--- src/rtl/ret_addr_stack.sv ---
`timescale 1ns/1ps
module ret_addr_stack #(
  parameter int DEPTH = 6,
  parameter int PCW   = 13
) (
  input  logic           clk,
  input  logic           rst_n,
  input  logic           call_req,
  input  logic           iack_req,
  input  logic           ret_req,
  input  logic [PCW-1:0] push_pc,
  output logic [PCW-1:0] ret_pc,
  output logic           full,
  output logic           empty,
  output logic           irq_hold,
  output logic           underflow,
  output logic           collide
);
  localparam int CW = $clog2(DEPTH + 1);
  localparam logic [CW-1:0] TOPCNT = CW'(DEPTH);

  logic [PCW-1:0] mem [DEPTH];
  logic [CW-1:0]  cnt, cnt_nxt;
  logic           full_q, uf_q, do_push;

  assign do_push   = call_req | (iack_req & ~full_q);
  assign collide   = ret_req & (call_req | iack_req);
  assign empty     = (cnt == '0);
  assign full      = full_q;
  assign irq_hold  = full_q;
  assign underflow = uf_q;

  always_comb begin
    ret_pc = '0;
    for (int k = 0; k < DEPTH; k++)
      if (cnt == CW'(k + 1)) ret_pc = mem[k];
  end

  always_comb begin
    cnt_nxt = cnt;
    if (ret_req && do_push) begin
      if (cnt == '0) cnt_nxt = CW'(1);
    end else if (ret_req) begin
      if (cnt != '0) cnt_nxt = cnt - CW'(1);
    end else if (do_push) begin
      if (cnt != TOPCNT) cnt_nxt = cnt + CW'(1);
    end
  end

  always_ff @(posedge clk or negedge rst_n) begin
    if (!rst_n) begin
      cnt    <= '0;
      full_q <= 1'b0;
      uf_q   <= 1'b0;
      for (int k = 0; k < DEPTH; k++) mem[k] <= '0;
    end else begin
      cnt    <= cnt_nxt;
      full_q <= (cnt_nxt == TOPCNT);
      if (ret_req && cnt == '0) uf_q <= 1'b1;
      for (int k = 0; k < DEPTH; k++) begin
        if (ret_req && do_push) begin
          if ((cnt == '0 && k == 0) || (cnt != '0 && cnt == CW'(k + 1)))
            mem[k] <= push_pc;
        end else if (!ret_req && do_push) begin
          if (cnt == TOPCNT) begin
            if (k == DEPTH - 1) mem[k] <= push_pc;
            else                mem[k] <= mem[(k + 1) % DEPTH];
          end else if (cnt == CW'(k)) begin
            mem[k] <= push_pc;
          end
        end
      end
    end
  end


  full_not_empty_chk: assert property (@(posedge clk) disable iff (!rst_n)
    full |-> !empty);


  iack_ignored_chk: assert property (@(posedge clk) disable iff (!rst_n)
    (full && iack_req && !call_req && !ret_req) |=> (full && $stable(ret_pc)));


  overflow_keeps_full_chk: assert property (@(posedge clk) disable iff (!rst_n)
    (full && call_req && !ret_req) |=> (full && ret_pc == $past(push_pc)));


  underflow_sticky_chk: assert property (@(posedge clk) disable iff (!rst_n)
    underflow |=> underflow);


  pop_clears_full_chk: assert property (@(posedge clk) disable iff (!rst_n)
    (full && ret_req && !call_req && !iack_req) |=> !full);


  push_not_empty_chk: assert property (@(posedge clk) disable iff (!rst_n)
    (call_req && !ret_req) |=> (!empty && ret_pc == $past(push_pc)));
endmodule

--- config.mk ---
export PLATFORM = sky130hd
export DESIGN_NAME = ret_addr_stack
export DESIGN_NICKNAME = d
export VERILOG_FILES = /design/src/rtl/ret_addr_stack.sv
export SDC_FILE = /design/constraint.sdc
export NUM_CORES = 1
export LEC_CHECK = 0
export BUFFER_PORTS_ARGS = -buffer_cell sky130_fd_sc_hd__buf_2
export CORE_ASPECT_RATIO = 2
export CORE_UTILIZATION = 35
export CTS_BUF_LIST = sky130_fd_sc_hd__clkbuf_8 sky130_fd_sc_hd__clkbuf_16
export CTS_CLUSTER_SIZE = 20
export DETAILED_ROUTE_END_ITERATION = 10
export GPL_TIMING_DRIVEN = 0
export SLEW_MARGIN = 25
export SYNTH_ARGS = -nofsm -noshare
export SYNTH_HDL_FRONTEND = slang
export SYNTH_SLANG_ARGS = --single-unit
--- constraint.sdc ---
create_clock -name clk -period 2.1 [get_ports clk]
set_input_delay 0.21 -clock clk [delete_from_list [all_inputs] [get_ports clk]]
set_output_delay 0.21 -clock clk [all_outputs]
set_load 0.02 [all_outputs]
==> results.sh, run 1 <==
export IMPL_status="finished, violations left"
export IMPL_violations="setup timing"
export IMPL_clock_skew_ns=0.00584
export IMPL_clk_latency_ns=0.34
export IMPL_num_vias=4090
export IMPL_drc_errors=0
export IMPL_cts_clk_slew_worst_paths_ns=0.06
export IMPL_postSynthAreaPerCell_um2=8.70
export IMPL_core_um2=12500
export IMPL_worstPathMaxFanout=5
export IMPL_place_congestion=0.902
export IMPL_grt_first_pass_wirelength_mm=21.7
export IMPL_track_usage=0.224
export IMPL_cts_made_buffers=9
export IMPL_p_leak_nw=2.42
export IMPL_antenna_found_initial=0
export IMPL_drive_gt1_frac=0.264
export IMPL_antenna_left=0
export IMPL_startpoint_type="flip-flop"
export IMPL_initialDrtViolationCount=284
export IMPL_p_per_area_nw_per_um2=1730
export IMPL_finalWorstSetupSlack_ns=-0.372
export IMPL_clock_sinks=83
export IMPL_wl_mm=13.9
export IMPL_layout_commonest_cell="a21oi_1"
export IMPL_fin_cells=726
export IMPL_grt_start_max_net_pins=49
export IMPL_fp_row_count=58
export IMPL_required_ns=1.89
export IMPL_gr_total_overflow=0
export IMPL_min_period_ns=2.47
export IMPL_ir_drop_uv=959
export IMPL_r2r_cells=8
export IMPL_port_buffers=35
export IMPL_drv_slew=0
export IMPL_cts_htree_levels=3
export IMPL_fin_crit_sh=1.18
export IMPL_worst_pin_slew_ns=0.655
export IMPL_ys_warn_count=0
export IMPL_start_util=0.358
export IMPL_area_growth_pct=25.6
export IMPL_netlist_instances=513
export IMPL_finalHoldViolCount=0
export IMPL_synth_seq_cells=83
export IMPL_die_area_um2=13200
export IMPL_synth_seq_area_share=0.465
export IMPL_cap_violations=0
export IMPL_grt_pass1_vias=4326
export IMPL_place_hpwl_mm=10.6
export IMPL_critical_path_class="reg2out"
export IMPL_grt_setup_unrepaired="true"
export IMPL_cts_tree="done"
export IMPL_dr_pass1_iters=4
export IMPL_worstSetupEndpointType="primary output"
export IMPL_hold_depth=2
export IMPL_syn_area_um2=4470
export IMPL_io_pins=36
export IMPL_yosysUniqueCellTypes=40
export IMPL_die_h_um=162
export IMPL_max_freq_ghz=0.405
export IMPL_wl_per_cell_um=19.2
export IMPL_place_inst=699
export IMPL_fin_util=0.449
export IMPL_fin_nets=598
export IMPL_slew_headroom=0.562
export IMPL_num_antenna_cells=0
export IMPL_clock_path_buffers=2
export IMPL_finalSetupViolations=13
export IMPL_hold_class="in2reg"
export IMPL_syn_nets=538
export IMPL_die_x_um=81.9
export IMPL_worstPathArrival_ns=2.26
export IMPL_final_cell_mix="98 x a21oi_1, 81 x dfrtp_1, 72 x nand2_1"
export IMPL_viasPerCell=5.63
export IMPL_cts_root_buffer="clkbuf_16"
critical path: stages, from the launching register on:
cell       delay, ns
dfrtp_2         0.47
ha_4            0.19
ha_4            0.16
or2_4           0.27
clkbuf_16       0.17
o21ai_2         0.15
o211ai_1        0.14
a21oi_1         0.20
buf_4           0.17
where the power goes:
group          leakage [nW]  internal [mW]  switching (mW)  total, mW
logic                  1.26           2.20            3.04       5.24
clock network         0.137          0.846           0.609       1.46
registers              1.02           2.37           0.662       3.03
synthesized netlist by cell type (all sizes together):
cell	n	area share
clkbuf	11	0.0092
o211ai	15	0.025
a21oi	109	0.12
a31oi	14	0.020
or4	1	0.0017
mux2i	2	0.0045
and3	1	0.0014
o21ai	85	0.096
a32oi	1	0.0020
o22ai	1	0.0014
buf	27	0.037
and2	16	0.023
inv	8	0.0067
o311ai	2	0.012
nand2b	2	0.0045
nand2	75	0.065
mux2	13	0.033
a21o	1	0.0017
or2	1	0.0014
xnor2	1	0.0020
nand3b	1	0.0017
a211oi	1	0.0017
dfrtp	83	0.47
nor2	17	0.014
nand3	1	0.0011
o21a	1	0.0017
a21boi	13	0.022
clkinv	1	0.00084
nor2b	1	0.0014
ha	7	0.020
nor3	1	0.0022
cell families after synthesis:
logic type	share of synthesized area
compound gates	0.305
simple gates	0.117
flops	0.465
buf+inv	0.0535
mux	0.0373
fa+ha+maj	0.0196
xor+xnor	0.00196
stage by stage:
stage                     power, mW  setup TNS (ns)  area (um^2)  setup slack [ns]  hold WS (ns)
after floorplan                5.76               0         4470           0.00202       -0.0856
after global placement         7.10          -14.80         4830            -0.504         0.436
after detailed placement       7.22          -17.36         4860            -0.505         0.220
after CTS                      9.39           -4.41         5460            -0.390        0.0902
after global routing           10.4           -4.88         5610            -0.425         0.100
final                          9.72           -3.88         5610            -0.372        0.0990
sequential cells by signal (all words and copies together) (netlist names):
signal	cells
full	1
cnt	3
underflow	1
mem	78
worst paths after layout:
kind                                  from  slack [ns]        end
max in group asynchronous            rst_n        1.07    mem[60]
worst min-delay path            push_pc[5]         0.1     mem[5]
worst max register to register      cnt[1]        0.12     mem[4]
min in group asynchronous            rst_n        0.39     mem[1]
worst max-delay path                cnt[1]       -0.37  ret_pc[1]
worst min register to register   underflow        0.45  underflow
what timing repair did:
item	4_1_cts	5_1_grt
endpoints found under the setup margin	85	82
endpoints found under the hold margin	35	0
hold buffers	1	0
gates cloned	0	1
pin swaps	9	11
resized for setup	79	33
buffers inserted	9	3
layout make-up:
| cell class | instances | area, um^2 |
|---|---|---|
| flip-flops and latches | 83 | 2080 |
| repair buffers | 50 | 360 |
| plain buffers | 37 | 318 |
| inverters | 9 | 41.3 |
| multi-input cells | 383 | 2360 |
| clock inverters | 3 | 15.0 |
| clock buffers | 11 | 253 |
| well taps | 150 | 188 |
| fillers | 1263 | 6870 |
per-layer routing:
layer	routed length, um	vias up	GRT usage
met2	7990	100	0.417
met3	320	61	0.0298
met4	992	0	0.156
met1	4610	1995	0.213
li1	-	1934	-
met5	0	-	0
Note: power is estimated with default switching activity, not from simulation.
==> run 2: changes to the inputs <==
CORE_MARGIN = 1.5   (was not set)
clock period = 3.1 ns   (was 2.1 ns; I/O delays follow)
==> results.sh, run 2 (synthesis gave the netlist of run 1 again) <==
export IMPL_status="finished clean"
export IMPL_largest_register_ffs=78
export IMPL_r2r_start="cnt[0]"
export IMPL_start_util=0.358
export IMPL_area_growth_pct=16.8
export IMPL_cap_violations=0
export IMPL_critical_path_class="reg2out"
export IMPL_drv_slew=0
export IMPL_min_delay_start="push_pc[6]"
export IMPL_p_leak_nw=2.30
export IMPL_initialDrtViolationCount=316
export IMPL_die_x_um=82.9
export IMPL_p_per_area_nw_per_um2=1170
export IMPL_num_vias=4013
export IMPL_r2r_cells=8
export IMPL_track_usage=0.211
export IMPL_holdPathEnd="mem[6]"
export IMPL_hold_depth=2
export IMPL_core_um2=12500
export IMPL_critPathTopFamily="buffers and inverters"
export IMPL_die_h_um=163
export IMPL_dpl_cell_area_um2=4860
export IMPL_clock_sinks=83
export IMPL_clk_latency_ns=0.34
export IMPL_cts_tree="done"
export IMPL_holdWs_ns=0.193
export IMPL_worstPathArrival_ns=2.58
export IMPL_cts_made_buffers=9
export IMPL_critPathMaxStageDelay_ns=0.41
export IMPL_wl_per_cell_um=19.1
export IMPL_regMostFlops="mem"
export IMPL_slew_headroom=0.574
export IMPL_rrSetupSlack_ns=0.86
export IMPL_port_buffers=35
export IMPL_layout_commonest_cell="a21oi_1"
export IMPL_cp_slowest_cell="dfrtp_1"
export IMPL_postCtsSetupRepairBufs=0
export IMPL_antenna_left=0
export IMPL_ir_drop_uv=671
export IMPL_cp_cell_sequence="inv_1, ha_1, and2_1, buf_2, buf_2, a21oi_1, o21ai_1, o211ai_1, a21oi_1, buf_2"
export IMPL_cts_root_buffer="clkbuf_16"
export IMPL_max_freq_ghz=0.346
export IMPL_place_congestion=0.876
export IMPL_place_hpwl_mm=10.7
export IMPL_gr_total_overflow=0
export IMPL_io_pins=36
export IMPL_largest_registers="mem x78, cnt x3"
export IMPL_crit_buf_inv=4
export IMPL_viasPerCell=5.60
export IMPL_drive_gt1_frac=0.171
export IMPL_grt_first_pass_wirelength_mm=22.0
export IMPL_worst_pin_slew_ns=0.638
export IMPL_cts_htree_levels=3
export IMPL_finalSetupViolations=0
export IMPL_fin_crit_sh=0.933
export IMPL_cts_clk_slew_worst_paths_ns=0.06
export IMPL_worstPathMaxFanout=10
export IMPL_grt_pass1_vias=4278
export IMPL_worstSetupEndpointType="primary output"
export IMPL_final_area_um2=5210
export IMPL_dr_pass1_iters=5
export IMPL_num_antenna_cells=0
export IMPL_min_period_ns=2.89
export IMPL_finalHoldViolCount=0
export IMPL_startpoint_type="flip-flop"
export IMPL_fill_cells=1272
export IMPL_required_ns=2.79
export IMPL_cpMostUsedCell="buf_2"
export IMPL_wl_mm=13.7
export IMPL_r2r_end="mem[76]"
export IMPL_fin_nets=586
export IMPL_grt_setup_unrepaired="false"
export IMPL_die_area_um2=13500
export IMPL_fin_total_pwr_mw=6.09
export IMPL_grt_start_max_net_pins=55
export IMPL_antenna_found_initial=0
export IMPL_setup_tns_ns=0
export IMPL_fp_row_count=58
export IMPL_clock_path_buffers=2
export IMPL_hold_class="in2reg"
export IMPL_drc_errors=0
export IMPL_clock_skew_ns=0.00611
export IMPL_final_cell_mix="109 x a21oi_1, 83 x dfrtp_1, 79 x o21ai_1"
==> run 2: cell types whose count changed in the layout (fill, tap and decap cells not counted), moves of 4 or more <==
cell	previous run	this run
buf_2	30	54
o21ai_2	10	1
buf_6	10	3
clkbuf_1	1	7
buf_4	32	5
o21ai_1	68	79
ha_4	4	0
a21oi_1	98	109
o21ai_4	4	0
a21oi_2	10	0
==> run 2: how the worst max path moves through the flow <==
stage                 from          to  slack (ns)  cells past startpoint
floorplan           cnt[0]  ret_pc[10]        0.90                      8
global placement    cnt[0]  ret_pc[12]        0.37                      9
detailed placement  cnt[0]   ret_pc[5]        0.40                      9
CTS                 cnt[0]   ret_pc[5]        0.02                      9
global route        cnt[0]   ret_pc[3]        0.04                     10
finish              cnt[0]   ret_pc[3]        0.21                     10
==> run 2: through the flow <==
step | instances | util | setup WS [ns]
floorplan | 513 | - | 0.902
global placement | 698 | 0.387 | 0.370
detailed placement | 699 | 0.389 | 0.402
CTS | 716 | 0.417 | 0.0187
global route | 716 | 0.418 | 0.0397
finish | 716 | 0.418 | 0.207
==> run 2: worst register-to-register path, cell delays in order (launching register included) <==
cell and delay [ns]:
dfrtp_1 0.41, inv_1 0.17, ha_2 0.32, nand2_1 0.21
a21oi_1 0.21, buf_2 0.24, buf_2 0.30, a21oi_1 0.15
o21ai_1 0.16
==> run 2: area by class of cell <==
cell class,count,area (um^2),area share
multi-input combinational,383,2150,0.413
buffer,38,210,0.0403
clock inverter,5,85.1,0.0163
clock buffer,11,253,0.0485
tap,150,188,0.0360
timing repair buffer,37,215,0.0413
inverter,9,33.8,0.00648
sequential,83,2080,0.398
==> run 2: power by group <==
part	leakage [nW]	internal [mW]	switching [mW]	total (mW)
Clock	0.162	0.753	0.444	1.20
Sequential	1.03	1.60	0.433	2.03
Combinational	1.11	1.02	1.85	2.86
Total	2.30	3.37	2.72	6.09
==> run 2: timing repair <==
action	4_1_cts	5_1_grt
hold buffers	1	0
gates resized for setup	0	9
setup endpoints to repair	0	10
hold endpoints to repair	29	0
==> run 2: layer usage <==
| metal | GRT usage | vias up | wire length, um |
|---|---|---|---|
| li1 | - | 1914 | - |
| met1 | 0.207 | 1946 | 4710 |
| met2 | 0.412 | 106 | 7920 |
| met3 | 0.0294 | 47 | 376 |
| met4 | 0.123 | 0 | 695 |
| met5 | 0 | - | 0 |
==> run 3: changes to the inputs <==
ABC_AREA = 1   (was not set)
==> results.sh, run 3 <==
export IMPL_min_period_ns=2.81
export IMPL_layout_commonest_cell="nand2_1"
export IMPL_place_hpwl_mm=14.7
export IMPL_synth_seq_cells=83
export IMPL_clk_latency_ns=0.36
export IMPL_setup_tns_ns=0
export IMPL_max_freq_ghz=0.356
export IMPL_r2r_cells=9
export IMPL_syn_nets=900
export IMPL_postSynthAreaPerCell_um2=6.41
export IMPL_status="finished clean"
export IMPL_grt_start_max_net_pins=45
export IMPL_slew_headroom=0.610
export IMPL_core_um2=15700
export IMPL_rrSetupSlack_ns=0.89
export IMPL_port_buffers=34
export IMPL_hold_depth=3
export IMPL_grt_pass1_vias=5525
export IMPL_grt_first_pass_wirelength_mm=29.0
export IMPL_die_area_um2=16800
export IMPL_min_delay_start="push_pc[9]"
export IMPL_startpoint_type="flip-flop"
export IMPL_die_h_um=182
export IMPL_finalHoldViolCount=0
export IMPL_num_antenna_cells=0
export IMPL_worstSetupEndpointType="primary output"
export IMPL_grt_setup_unrepaired="false"
export IMPL_finalSetupViolations=0
export IMPL_critPathMaxStageDelay_ns=0.42
export IMPL_worstPathMaxFanout=10
export IMPL_synth_top_cells_by_count="449 x nand2_1, 83 x dfrtp_1, 75 x nand3_1"
export IMPL_ir_drop_uv=544
export IMPL_clock_path_buffers=2
export IMPL_holdPathEnd="mem[9]"
export IMPL_yosysUniqueCellTypes=32
export IMPL_synth_largest_area_cell="dfrtp_1"
export IMPL_die_x_um=92.5
export IMPL_hold_class="in2reg"
export IMPL_final_area_um2=6370
export IMPL_worstPathArrival_ns=2.50
export IMPL_cts_clk_slew_worst_paths_ns=0.06
export IMPL_io_pins=36
export IMPL_fp_row_count=65
export IMPL_synth_top_cell_area_share=0.371
export IMPL_drv_slew=0
export IMPL_synth_area_leaders="dfrtp_1 37%, nand2_1 30%, nand3_1 6.7%"
export IMPL_cts_root_buffer="clkbuf_16"
export IMPL_netlist_instances=875
export IMPL_fill_cells=1719
export IMPL_clock_skew_ns=0.0101
export IMPL_syn_area_um2=5610
export IMPL_dr_pass1_iters=6
export IMPL_yosysMostFrequentCell="nand2_1"
export IMPL_dpl_cell_area_um2=6060
export IMPL_r2r_start="cnt[2]"
export IMPL_fin_util=0.406
export IMPL_synth_edf_count=0
export IMPL_largest_register_ffs=78
export IMPL_fin_total_pwr_mw=6.90
export IMPL_place_congestion=0.980
export IMPL_synth_seq_area_share=0.371
export IMPL_area_growth_pct=13.7
export IMPL_antenna_left=0
export IMPL_ys_warn_count=0
export IMPL_initialDrtViolationCount=411
export IMPL_fin_crit_sh=0.905
export IMPL_required_ns=2.79
export IMPL_gr_total_overflow=0
export IMPL_clock_sinks=83
export IMPL_largest_registers="mem x78, cnt x3"
export IMPL_cap_violations=0
export IMPL_final_cell_mix="449 x nand2_1, 83 x dfrtp_1, 75 x nand3_1"
export IMPL_r2r_end="mem[37]"
export IMPL_fin_nets=946
export IMPL_cp_slowest_cell="dfrtp_1"
export IMPL_critical_path_class="reg2out"
export IMPL_synth_ff_type="dfrtp_1"
export IMPL_wl_mm=18.0
export IMPL_cp_cell_sequence="inv_1, ha_1, nand2_4, inv_4, buf_4, buf_2, a21oi_1, nand2_1, nand2_1, buf_2"
export IMPL_worst_pin_slew_ns=0.586
export IMPL_p_leak_nw=3.68
export IMPL_viasPerCell=4.82
export IMPL_track_usage=0.229
export IMPL_drc_errors=0
export IMPL_synthArstFlopShare=1.00
export IMPL_cts_htree_levels=3
export IMPL_cts_tree="done"
export IMPL_p_per_area_nw_per_um2=1080
export IMPL_wl_per_cell_um=16.0
export IMPL_start_util=0.357
export IMPL_ctsResizeCount=0
export IMPL_regMostFlops="mem"
export IMPL_num_vias=5428
export IMPL_cts_made_buffers=9
export IMPL_drive_gt1_frac=0.133
export IMPL_antenna_found_initial=0
==> run 3: cells by family after synthesis <==
family | share of synthesized area
XOR/XNOR | 0.00156
buffers and inverters | 0.0987
flip-flops | 0.371
AO/OA/AOI/OAI | 0.0833
adder cells (fa/ha/maj) | 0.0156
AND/OR/NAND/NOR | 0.430
==> run 3: how the worst max path moves through the flow <==
stage | startpoint | end | slack [ns] | depth (start not counted)
finish | cnt[0] | ret_pc[3] | 0.29 | 10
global route | cnt[0] | ret_pc[7] | 0.12 | 12
CTS | cnt[0] | ret_pc[3] | 0.14 | 10
detailed placement | cnt[0] | ret_pc[3] | 0.53 | 10
global placement | cnt[0] | ret_pc[3] | 0.53 | 10
floorplan | cnt[0] | ret_pc[10] | 1.16 | 9
==> run 3: routing by layer <==
metal / up-vias / global-route usage / share of wire
li1: 2796 / - / -
met2: 139 / 0.418 / 0.54
met1: 2443 / 0.244 / 0.38
met4: 0 / 0.145 / 0.053
met3: 50 / 0.0222 / 0.031
met5: - / 0 / 0
==> run 3: layout make-up <==
type	instances	area, um^2	area share
sequential	83	2080	0.326
buffer	42	264	0.0414
tap	201	251	0.0395
timing repair buffer	36	214	0.0336
clock inverter	6	82.6	0.0130
clock buffer	9	225	0.0353
inverter	74	285	0.0447
multi-input combinational	675	2980	0.467
==> run 3: worst max-delay path, delay by kind of cell (launching register included) <==
kind	cells	cell delay (ns)
buffers and inverters	5	0.97
adders and majority gates	1	0.31
DFF	1	0.42
and+or+nand+nor	3	0.34
AOI/OAI and AO/OA	1	0.07
==> run 3: where the power goes <==
part / total, mW / internal, mW / switching (mW) / leakage, nW
sequential: 1.92 / 1.59 / 0.321 / 1.03
combinational: 3.83 / 1.22 / 2.61 / 2.49
clock: 1.15 / 0.697 / 0.457 / 0.156
total: 6.90 / 3.51 / 3.39 / 3.68
==> run 3: repair_timing <==
action,4_1_cts,5_1_grt
hold buffers,1,0
buffers inserted,0,0
hold endpoints to repair,39,0
setup endpoints to repair,0,3
==> run 3: metrics by stage <==
| stage | std cells | hold slack (ns) | setup slack [ns] |
|---|---|---|---|
| CTS | 1127 | 0.229 | 0.144 |
| global placement | 1110 | 0.453 | 0.526 |
| floorplan | 875 | 0.0144 | 1.16 |
| finish | 1126 | 0.228 | 0.294 |
| detailed placement | 1111 | 0.258 | 0.531 |
| global route | 1126 | 0.242 | 0.124 |
